### config.mk
export PLATFORM = sky130hd
export DESIGN_NAME = tref_decoder
export DESIGN_NICKNAME = d
export VERILOG_FILES = /design/src/rtl/tref_pkg.sv /design/src/rtl/tref_preamble_det.sv /design/src/rtl/tref_status_chk.sv /design/src/rtl/tref_active_trk.sv /design/src/rtl/tref_decoder.sv
export SDC_FILE = /design/constraint.sdc
export NUM_CORES = 1
export LEC_CHECK = 0
export BUFFER_PORTS_ARGS = -buffer_cell sky130_fd_sc_hd__buf_4
export CAP_MARGIN = 15
export CELL_PAD_IN_SITES_DETAIL_PLACEMENT = 1
export CELL_PAD_IN_SITES_GLOBAL_PLACEMENT = 2
export CORE_ASPECT_RATIO = 1.5
export CORE_MARGIN = 3
export CORE_UTILIZATION = 32
export DETAILED_ROUTE_END_ITERATION = 8
export HOLD_SLACK_MARGIN = 0.03
export PLACE_DENSITY = 0.84
export RECOVER_POWER = 100
export SYNTH_ARGS = -nofsm -noshare
export SYNTH_HDL_FRONTEND = slang
export SYNTH_HIERARCHICAL = 1
export SYNTH_SLANG_ARGS = --single-unit
### constraint.sdc
create_clock -name clk_i -period 1.4 [get_ports clk_i]
set_input_delay 0.14 -clock clk_i [delete_from_list [all_inputs] [get_ports clk_i]]
set_output_delay 0.14 -clock clk_i [all_outputs]
set_load 0.005 [all_outputs]
### src/rtl/tref_pkg.sv
package tref_pkg;
  typedef enum logic [1:0] {
    DET_SEARCH = 2'd0,
    DET_ONES   = 2'd1,
    DET_ZERO1  = 2'd2,
    DET_ZERO2  = 2'd3
  } det_state_e;

  typedef struct packed {
    logic f;
    logic v;
    logic h;
  } tref_flags_t;
endpackage

### src/rtl/tref_preamble_det.sv
module tref_preamble_det #(
  parameter int DATA_W = 8
) (
  input  logic              clk_i,
  input  logic              rst_ni,
  input  logic [DATA_W-1:0] data_i,
  output logic              status_stb_o,
  output logic              ones_o
);
  import tref_pkg::*;

  localparam logic [DATA_W-1:0] ALL_ONES  = {DATA_W{1'b1}};
  localparam logic [DATA_W-1:0] ALL_ZEROS = {DATA_W{1'b0}};

  det_state_e state_q, state_d;
  logic       is_zero;

  assign ones_o       = (data_i == ALL_ONES);
  assign is_zero      = (data_i == ALL_ZEROS);
  assign status_stb_o = (state_q == DET_ZERO2);

  always_comb begin
    state_d = DET_SEARCH;
    if (ones_o) begin
      state_d = DET_ONES;
    end else begin
      unique case (state_q)
        DET_ONES:  if (is_zero) state_d = DET_ZERO1;
        DET_ZERO1: if (is_zero) state_d = DET_ZERO2;
        default:   state_d = DET_SEARCH;
      endcase
    end
  end

  always_ff @(posedge clk_i or negedge rst_ni) begin
    if (!rst_ni) state_q <= DET_SEARCH;
    else         state_q <= state_d;
  end
endmodule

### src/rtl/tref_status_chk.sv
module tref_status_chk #(
  parameter int DATA_W = 8
) (
  input  logic                  [DATA_W-1:0] data_i,
  output tref_pkg::tref_flags_t              flags_o,
  output logic                               ok_o
);
  localparam int LSB = DATA_W - 8;

  logic [3:0] prot_exp;
  logic [3:0] prot_got;

  assign flags_o.f = data_i[LSB+6];
  assign flags_o.v = data_i[LSB+5];
  assign flags_o.h = data_i[LSB+4];
  assign prot_got  = data_i[LSB+3:LSB];

  assign prot_exp = {flags_o.v ^ flags_o.h,
                     flags_o.f ^ flags_o.h,
                     flags_o.f ^ flags_o.v,
                     flags_o.f ^ flags_o.v ^ flags_o.h};

  assign ok_o = data_i[LSB+7] && (prot_got == prot_exp);
endmodule

### src/rtl/tref_active_trk.sv
module tref_active_trk #(
  parameter int PH_N    = 4,
  parameter int PHASE_W = $clog2(PH_N)
) (
  input  logic               clk_i,
  input  logic               rst_ni,
  input  logic               start_i,
  input  logic               ones_i,
  output logic               active_o,
  output logic [PHASE_W-1:0] phase_o
);
  localparam logic [PHASE_W-1:0] PH_LAST = PHASE_W'(PH_N - 1);

  logic               in_line_q;
  logic [PHASE_W-1:0] cnt_q;
  logic               take;

  assign take = in_line_q & ~ones_i;

  always_ff @(posedge clk_i or negedge rst_ni) begin
    if (!rst_ni) begin
      in_line_q <= 1'b0;
      cnt_q     <= '0;
      active_o  <= 1'b0;
      phase_o   <= '0;
    end else begin
      active_o <= take;
      phase_o  <= take ? cnt_q : '0;
      if (start_i) begin
        in_line_q <= 1'b1;
        cnt_q     <= '0;
      end else begin
        if (ones_i) in_line_q <= 1'b0;
        if (take)   cnt_q <= (cnt_q == PH_LAST) ? '0 : cnt_q + 1'b1;
      end
    end
  end
endmodule

### src/rtl/tref_decoder.sv
module tref_decoder #(
  parameter int DATA_W  = 8,
  parameter int PH_N    = 4,
  parameter int PHASE_W = $clog2(PH_N)
) (
  input  logic               clk_i,
  input  logic               rst_ni,
  input  logic [DATA_W-1:0]  data_i,
  output logic               h_o,
  output logic               v_o,
  output logic               f_o,
  output logic               blank_o,
  output logic               active_o,
  output logic [PHASE_W-1:0] phase_o,
  output logic               err_o
);
  import tref_pkg::*;

  logic        stb, ones, ok, start;
  tref_flags_t dec, flg_q;

  tref_preamble_det #(.DATA_W(DATA_W)) u_det (
    .clk_i, .rst_ni, .data_i,
    .status_stb_o (stb),
    .ones_o       (ones)
  );

  tref_status_chk #(.DATA_W(DATA_W)) u_chk_st (
    .data_i,
    .flags_o (dec),
    .ok_o    (ok)
  );

  // line starts only on a clean start-of-active code outside vertical blanking
  assign start = stb & ok & ~dec.h & ~dec.v;

  tref_active_trk #(.PH_N(PH_N), .PHASE_W(PHASE_W)) u_trk (
    .clk_i, .rst_ni,
    .start_i  (start),
    .ones_i   (ones),
    .active_o (active_o),
    .phase_o  (phase_o)
  );

  always_ff @(posedge clk_i or negedge rst_ni) begin
    if (!rst_ni) begin
      flg_q <= '0;
      err_o <= 1'b0;
    end else begin
      err_o <= stb & ~ok;
      if (stb && ok) flg_q <= dec;
    end
  end

  assign h_o     = flg_q.h;
  assign v_o     = flg_q.v;
  assign f_o     = flg_q.f;
  assign blank_o = flg_q.h | flg_q.v;
endmodule

==> results of run 1 <==
kinds of logic (layout without fill, tap and decap cells):
kind of cell             count (synthesis)  count (layout)
flip-flops                              12              12
XOR/XNOR                                 1               1
AO/OA/AOI/OAI                            8               8
adder cells (fa/ha/maj)                  4               4
buffers and inverters                    7              36
AND/OR/NAND/NOR                         27              27
multiplexers                             7               7
routing by layer:
metal  vias to the layer above  routed length, µm
met1                       297                552
met3                         2                 62
met2                        15               1050
met4                         0                 27
met5                         -                  0
li1                        293                  -
worst max-delay path, stage by stage:
cell	delay, ns
buf_6	0.11
or3_4	0.38
a21oi_2	0.15
a211o_1	0.11
and4_4	0.24
nand2_4	0.08
mux2_4	0.30
synth_stat cells (all sizes together):
cell type / number
nor4: 1
and2b: 1
or3: 1
a31oi: 1
and4: 1
nand3: 2
nor2: 7
or2: 2
and2: 2
a21oi: 1
a41o: 1
dfrtp: 12
nand2: 1
o22ai: 1
o21ai: 2
nor3: 3
mux2i: 3
nor2b: 3
inv: 3
xnor2: 1
mux2: 4
ha: 4
buf: 4
a211o: 1
o211ai: 1
nor4b: 1
nand4: 2
metrics by stage:
stage	power, µW	instances
2_1_floorplan	394	66
3_3_place_gp	461	113
3_5_place_dp	466	113
4_1_cts	675	117
5_1_grt	706	117
6_report	666	117
registers in the layout, summed over array words and instances, names as in the netlist:
register,cells
u_trk/active_o,1
f_o,1
u_trk/phase_o,2
u_trk/in_line_q,1
err_o,1
u_det/state_q,2
u_trk/cnt_q,2
v_o,1
h_o,1
worst max-delay path by stage:
stage	start	depth (start not counted)	slack [ns]	end
2_1_floorplan	data_i[0]	6	-0.03	f_o
5_1_grt	data_i[0]	7	0.02	h_o
6_report	data_i[0]	7	0.05	h_o
3_3_place_gp	data_i[0]	9	-0.30	u_trk/in_line_q
3_5_place_dp	data_i[0]	9	-0.35	u_trk/in_line_q
4_1_cts	data_i[0]	8	0.03	u_trk/cnt_q[0]
timing repair:
item / in CTS / in global routing
endpoints found under the setup margin: 1 / 5
gates resized for setup: 3 / 4
hold buffers: 1 / 0
setup buffers: 1 / 0
endpoints found under the hold margin: 12 / 0
pin swaps: 3 / 2
gates cloned: 0 / 0
final cells by class:
cell class	instances	area, µm²
Fill cell	250	1100
Multi-Input combinational cell	47	420
Sequential cell	12	300
Timing Repair Buffer	30	224
Tap cell	22	27.5
Clock buffer	3	22.5
Inverter	3	11.3
layout by cell type (no fill, tap or decap), types with 3 or more instances in the layout:
cell type  netlist  routed
inv_1            3       3
ha_1             4       4
nor2_1           7       7
mux2_4           3       4
dfrtp_1         12      12
buf_4            3      16
clkbuf_1         0       3
mux2i_1          3       3
clkbuf_4         0      11
power by group:
part | internal, µW | switching (µW) | leakage, µW
Sequential | 346 | 0.0888 | 0.000168
Clock | 99.2 | 103 | 0.0000138
Combinational | 61.6 | 55.1 | 0.000341
Total | 507 | 159 | 0.000523
==> flow_summary_export.csv, run 1 <==
group,metric,value,unit
setup_path,r2r-end,"h_o",
synth,yosys.area.top_type,"dfrtp_1",
synth,synthXorXnorAreaFrac,1.19,%
job,maxCapViolCount,0,
timing,post-route-min-period,1.35,ns
clocking,cts_tree,"done",
cells_and_area,final_area,1010,µm²
place,pre_cts_ws,-0.354,ns
synth,synth.avg_cell_area,11.1,µm²
grt,first_global_vias,673,
synth,synth_area,733,µm²
detailed_routing,drtIter0Drc,6,
synth,synthTopCellsByArea,"dfrtp_1 41%, ha_1 6.8%, mux2_4 6.1%, mux2i_1 4.1%, nor2_1 3.6%",
clocking,cts_num_sinks,12,
pwr,power.leakage,0.000523,µW
worst_hold_path,worstHoldStart,"data_i[6]",
place,placed_cell_area,971,µm²
clocking,cts_max_level,1,
clocking,clk_latency,0.26,ns
clocking,clk_pin_slew,0.07,ns
grt,overflow,0,
timing,rsz0062_at_grt,"no",
setup_path,worstSetupPathType,"in2reg",
detailed_routing,drcViolationCount,0,
timing,skew,0.00217,ns
clocking,clockBufferDepth,2,
detailed_routing,via_per_inst,5.19,
grt,antenna_found_initial,0,
clocking,clock-root-buffer,"clkbuf_4",
cells_and_area,diodes,0,
detailed_routing,wl_per_cell,14.5,µm
detailed_routing,vias,607,
setup_path,end_kind,"register",
pwr,powerDensity,662,nW/µm²
timing,setup_tns,0,ns
timing,max-slew-margin-rel,57.3,%
grt,grt_use_met2,26.6,%
worst_hold_path,min_path_type,"in2reg",
setup_path,worstSetupStartpointType,"input pin",
place,dp_hpwl,1450,µm
synth,syn_inst,66,
cells_and_area,final_util,47.9,%
timing,finalMaxSlewViolations,0,
grt,grt_max_degree,13,
floorplan,die_h,64.6,µm
detailed_routing,drtPass1Iterations,4,
place,place.port_buffers,17,
setup_path,arrival,1.50,ns
pwr,peakVddDrop,0.274,mV
grt,met3_usage,0.833,%
cells_and_area,drive_gt1_share,48.4,%
synth,yosysWarnings,6,
floorplan,ios,18,
synth,synth_adder_area_share,6.83,%
timing,fmax,741,MHz
worst_hold_path,hold_depth,2,
synth,synth_compound_area_share,7.34,%
grt,grt_pass1_wl,2880,µm
synth,netlist.area_leader.share,41.0,%
floorplan,initial_core_util,34.9,%
grt,track_usage,13.5,%
synth,yosys.area_share.simple,25.8,%
setup_path,r2r_slack,0.19,ns
timing,worst_pin_slew,0.641,ns
worst_hold_path,hold_path_end,"f_o",
setup_path,r2r_cells,3,
grt,grtUsageMet1,12.5,%
floorplan,die_w,45.1,µm
status,status,"finished, final reports clean",
clocking,cts_buffers,3,
setup_path,reg2reg_from,"u_det/state_q[0]",
cells_and_area,nets,111,
timing,setup_violations,0,
setup_path,worstPathRequired,1.55,ns
synth,synth-seq-cells,12,
detailed_routing,ant_nets,0,
floorplan,coreArea,2100,µm²
floorplan,rows,20,
timing,timing.hold.ws,0.157,ns
timing,min_period_over_period,96.4,%
synth,synthMuxAreaShare,11.8,%
grt,top_usage_layer,"met2",
detailed_routing,wl,1690,µm
floorplan,dieArea,2910,µm²
synth,yosysUniqueCellTypes,32,
synth,synthesis.nets,80,
synth,synth_top_family_by_area,"simple AND/OR/NAND/NOR gates",
timing,fin_ws,0.0502,ns
cells_and_area,syn2layout_area_growth,37.2,%
timing,final_hold_viol_count,0,
setup_path,path_max_fanout,6,
synth,ys_seq_area_share,41.0,%
place,gp_congestion,0.687,
Power figures use the tool's default switching activity.
==> run 2, diff against run 1 <==
CORE_UTILIZATION = 34   (was 32)
PLACE_DENSITY = 0.88   (was 0.84)
clock period = 1.6 ns   (was 1.4 ns; I/O delays follow)
==> flow_summary_export.csv, run 2 (synthesis results as in run 1) <==
group,metric,value,unit
grt,antenna_found_initial,0,
clocking,cts_num_sinks,12,
setup_path,arrival,1.65,ns
detailed_routing,drcViolationCount,0,
detailed_routing,via_per_inst,5.16,
pwr,powerDensity,665,nW/µm²
grt,first_global_vias,654,
setup_path,worstSetupStartpointType,"input pin",
clocking,cts_max_level,1,
pwr,power.leakage,0.000461,µW
detailed_routing,ant_nets,0,
floorplan,ios,18,
setup_path,crit_slowest_cell,"mux2_1",
clocking,clockBufferDepth,2,
detailed_routing,wl,1570,µm
status,status,"finished, final reports clean",
floorplan,initial_core_util,36.2,%
worst_hold_path,hold_depth,4,
setup_path,end_kind,"register",
cells_and_area,drive_gt1_share,39.6,%
cells_and_area,final_area,925,µm²
timing,timing.hold.ws,0.204,ns
place,gp_congestion,0.684,
setup_path,path_buf_inv,1,
timing,fin_ws,0.0931,ns
setup_path,worst_path_dominant_cell_family,"multiplexers",
detailed_routing,drtPass1Iterations,2,
setup_path,critPathMaxStageDelay,0.34,ns
worst_hold_path,min_path_type,"in2reg",
detailed_routing,wl_per_cell,13.9,µm
setup_path,worstPathRequired,1.74,ns
cells_and_area,diodes,0,
floorplan,coreArea,2030,µm²
place,dp_hpwl,1350,µm
place,placed_cell_area,907,µm²
timing,setup_tns,0,ns
timing,finalMaxSlewViolations,0,
timing,worst_pin_slew,0.632,ns
grt,grt_max_degree,13,
cells_and_area,syn2layout_area_growth,26.1,%
timing,skew,0.00495,ns
job,maxCapViolCount,0,
grt,grt_pass1_wl,2900,µm
setup_path,r2r_cells,3,
timing,min_period_over_period,94.2,%
timing,fmax,664,MHz
clocking,clock-root-buffer,"clkbuf_4",
setup_path,path_max_fanout,6,
floorplan,dieArea,2760,µm²
floorplan,rows,20,
floorplan,die_h,62.9,µm
clocking,cts_buffers,3,
clocking,clk_latency,0.26,ns
cells_and_area,layout_common_cells,"12 x dfrtp_1, 12 x buf_4, 11 x clkbuf_4, 7 x nor2_1, 4 x ha_1",
timing,post-route-min-period,1.51,ns
setup_path,worstSetupPathType,"in2reg",
clocking,clk_pin_slew,0.07,ns
detailed_routing,drtIter0Drc,1,
cells_and_area,nets,106,
timing,max-slew-margin-rel,57.9,%
cells_and_area,reg_top3,"u_det/state_q: 2 flops, u_trk/cnt_q: 2 flops, u_trk/phase_o: 2 flops",
detailed_routing,vias,583,
setup_path,crit_chain,"buf_4 > nor2b_1 > mux2_2 > a211o_1 > and4_1 > nand2_2 > mux2_1",
setup_path,crit_cells,7,
floorplan,die_w,43.9,µm
place,pre_cts_ws,-0.268,ns
timing,setup_violations,0,
clocking,cts_tree,"done",
pwr,total_power,615,µW
timing,rsz0062_at_grt,"no",
place,place.port_buffers,17,
grt,track_usage,13.5,%
pwr,peakVddDrop,0.277,mV
cells_and_area,final.fill_count,242,
timing,final_hold_viol_count,0,
grt,overflow,0,
clocking,post_cts_buffers,0,
[run 2: changes by cell type in the layout (fill, tap and decap cells not counted), moves of 2 or more]
cell	change
nor2b_4	-2
nor2b_1	+2
mux2_1	+3
buf_6	-2
buf_4	-4
mux2_4	-4
[run 2: metal layers]
layer  track usage (%)  wire [µm]
met2              25.5        903
met3              2.02         82
met4              4.15          6
met5                 0          0
met1              14.4        578
[run 2: repair_timing]
action                                  in CTS  in global routing
hold buffers                                 1                  0
endpoints found under the hold margin       12                  0
endpoints found under the setup margin       0                  4
resized for setup                            0                  3
[run 2: per-stage QoR]
step,instances,util (%)
2_1_floorplan,66,-
3_3_place_gp,108,44.8
3_5_place_dp,108,44.8
4_1_cts,113,47.0
5_1_grt,113,45.6
6_report,113,45.6
[run 2: worst paths after layout]
check	start	end	slack, ns
max in group asynchronous	rst_ni	u_trk/cnt_q[0]	0.76
setup reg to reg	u_det/state_q[0]	f_o	0.35
setup / recovery	data_i[4]	f_o	0.09
hold reg to reg	h_o	h_o	0.53
min in group asynchronous	rst_ni	err_o	0.43
hold / removal	data_i[7]	u_det/state_q[1]	0.20
[run 2: final cells by class]
| cell class | count | area (µm²) | area share, % |
|---|---|---|---|
| clock buffer | 4 | 36.3 | 3.92 |
| inverter | 3 | 11.3 | 1.22 |
| timing repair buffer | 25 | 176 | 19.1 |
| tap | 22 | 27.5 | 2.98 |
| multi-input combinational | 47 | 373 | 40.3 |
| sequential | 12 | 300 | 32.5 |
[run 2: power by group]
group | internal [µW] | leakage, µW | switching [µW]
Sequential | 303 | 0.000168 | 0.0704
Clock | 138 | 0.0000210 | 92.3
Combinational | 39.7 | 0.000272 | 41.9
[run 2: worst reg2reg max path: stages (launching register included)]
cell	delay [ns]
dfrtp_1	0.40
ha_1	0.25
nand2_2	0.13
mux2_1	0.34
==> run 3, diff against run 2 <==
ABC_AREA = 1   (was unset)
CORE_UTILIZATION = 29   (was 34)
RECOVER_POWER = 25   (was 100)
==> flow_summary_export.csv, run 3 <==
group,metric,value,unit
status,status,"finished, final reports clean",
clocking,clockBufferDepth,2,
synth,yosysUniqueCellTypes,14,
setup_path,worstSetupPathType,"reg2reg",
detailed_routing,vias,755,
job,maxCapViolCount,0,
floorplan,coreArea,2500,µm²
grt,antenna_found_initial,0,
floorplan,initial_core_util,31.3,%
cells_and_area,layout_common_cells,"41 x nand2_1, 18 x inv_1, 17 x buf_4, 15 x nor2_1",
clocking,cts_resized,0,
place,place.port_buffers,17,
pwr,peakVddDrop,0.237,mV
cells_and_area,syn2layout_area_growth,25.5,%
detailed_routing,drcViolationCount,0,
synth,synthesis.nets,131,
pwr,total_power,617,µW
pwr,power.leakage,0.000574,µW
clocking,clk_latency,0.26,ns
cells_and_area,final_common_cell,"nand2_1",
synth,ys_seq_area_share,38.3,%
timing,rsz0062_at_grt,"no",
timing,setup_tns,0,ns
setup_path,crit_slowest_cell,"dfrtp_1",
grt,overflow,0,
synth,yosys.area.top_type,"dfrtp_1",
cells_and_area,multi_input_area,379,µm²
synth,synth.avg_cell_area,6.71,µm²
synth,netlist.area_leader.share,38.3,%
grt,first_global_vias,798,
synth,yosys-top-cells-count,"41 x nand2_1, 18 x inv_1, 15 x nor2_1",
setup_path,crit_chain,"ha_1 > nand2_2 > nor3_2 > inv_2 > nand3_1 > nand2_1",
setup_path,arrival,1.42,ns
place,placed_cell_area,942,µm²
timing,skew,0.00338,ns
synth,synth.most_common_cell,"nand2_1",
worst_hold_path,hold_path_end,"f_o",
cells_and_area,regArea,300,µm²
setup_path,path_max_fanout,5,
cells_and_area,final.fill_count,342,
clocking,cts_tree,"done",
cells_and_area,final_area,985,µm²
pwr,powerDensity,627,nW/µm²
timing,worst_pin_slew,0.635,ns
synth,synthFlopType,"dfrtp_1",
grt,grt_max_degree,13,
clocking,clock-root-buffer,"clkbuf_4",
timing,post-route-min-period,1.27,ns
timing,finalMaxSlewViolations,0,
clocking,cts_max_level,1,
grt,track_usage,12.2,%
clocking,clk_pin_slew,0.07,ns
cells_and_area,reg_top3,"u_det/state_q: 2 flops, u_trk/cnt_q: 2 flops, u_trk/phase_o: 2 flops",
clocking,post_cts_buffers,0,
cells_and_area,final_util,39.3,%
synth,synth_edf_count,0,
clocking,cts_num_sinks,12,
detailed_routing,via_per_inst,4.36,
cells_and_area,diodes,0,
timing,min_period_over_period,79.2,%
grt,grt_pass1_wl,3360,µm
timing,timing.hold.ws,0.197,ns
cells_and_area,drive_gt1_share,23.4,%
cells_and_area,nets,152,
synth,yosysWarnings,6,
setup_path,critPathMaxStageDelay,0.39,ns
synth,syn_inst,117,
synth,synth-seq-cells,12,
setup_path,path_buf_inv,1,
detailed_routing,wl_per_cell,10.4,µm
worst_hold_path,min_path_type,"in2reg",
worst_hold_path,worstHoldStart,"data_i[6]",
setup_path,reg2reg_from,"u_det/state_q[0]",
setup_path,r2r-end,"u_trk/cnt_q[1]",
detailed_routing,wl,1800,µm
place,gp_congestion,0.827,
setup_path,r2r_cells,6,
setup_path,worst_path_dominant_cell_family,"simple AND/OR/NAND/NOR gates",
clocking,cts_buffers,3,
synth,synth_area,785,µm²
floorplan,die_h,69.7,µm
setup_path,worstPathRequired,1.75,ns
synth,async_flop_share,100,%
synth,synthTopCellsByArea,"dfrtp_1 38%, nand2_1 20%, inv_1 8.6%, nand3_1 7.7%, nor2_1 7.2%",
place,dp_hpwl,1560,µm
detailed_routing,ant_nets,0,
setup_path,r2r_slack,0.33,ns
detailed_routing,drtIter0Drc,6,
floorplan,dieArea,3380,µm²
setup_path,worstSetupStartpointType,"register",
floorplan,die_w,48.5,µm
detailed_routing,drtPass1Iterations,4,
timing,setup_violations,0,
timing,max-slew-margin-rel,57.7,%
setup_path,end_kind,"register",
timing,final_hold_viol_count,0,
timing,fmax,789,MHz
floorplan,rows,22,
floorplan,ios,18,
worst_hold_path,hold_depth,3,
run 3: power breakdown:
group          total (µW)  switching (µW)  leakage, µW  internal, µW
clock                 231            93.5    0.0000210           138
combinational        82.4            49.6     0.000385          32.8
sequential            303          0.0762     0.000168           303
total                 617             143     0.000574           474
run 3: cells by family (layout without fill, tap and decap cells):
| logic type | count (synthesis) | count (layout) | share of synthesized area, % |
|---|---|---|---|
| and+or+nand+nor | 76 | 76 | 41.9 |
| buffers and inverters | 25 | 45 | 13.4 |
| DFF | 12 | 12 | 38.3 |
| adders and majority gates | 4 | 4 | 6.38 |
run 3: timing repair:
action | in CTS | in global routing
setup endpoints to repair | 0 | 0
endpoints found under the hold margin | 12 | 0
hold buffers | 1 | 0
run 3: worst register-to-register path: cells and delay by family, from the launching register on:
| kind | cells | cell delay (ns) |
|---|---|---|
| adder cells (fa/ha/maj) | 1 | 0.29 |
| flip-flops | 1 | 0.39 |
| buffers and inverters | 1 | 0.08 |
| AND/OR/NAND/NOR | 4 | 0.40 |
run 3: worst max path at each step:
stage	from	endpoint	slack [ns]	cells after the start
global route	u_det/state_q[1]	u_trk/cnt_q[1]	0.23	6
CTS	u_det/state_q[0]	u_trk/cnt_q[1]	0.31	6
detailed placement	data_i[5]	u_trk/cnt_q[1]	0.17	13
floorplan	data_i[5]	u_trk/cnt_q[0]	0.42	12
finish	u_det/state_q[0]	u_trk/cnt_q[1]	0.33	6
global placement	data_i[5]	u_trk/cnt_q[1]	0.21	13
run 3: final cells by class:
cell class              instances  area share (%)
inverters                      22            8.39
repair buffers                 19            14.4
well taps                      36            4.57
multi-input cells              80            38.5
flip-flops and latches         12            30.5
clock buffers                   4            3.68
run 3: layer usage:
metal	routed length [µm]	track usage [%]	vias up
met2	1010	23.3	17
met4	27	5.70	0
met1	693	12.9	353
li1	-	-	383
met5	0	0	-
met3	70	1.72	2
run 3: per-stage QoR:
step	cells	worst slack, ns
final	173	0.332
after global routing	173	0.228
after CTS	173	0.315
after detailed placement	168	0.168
after global placement	168	0.206
after floorplan	117	0.420
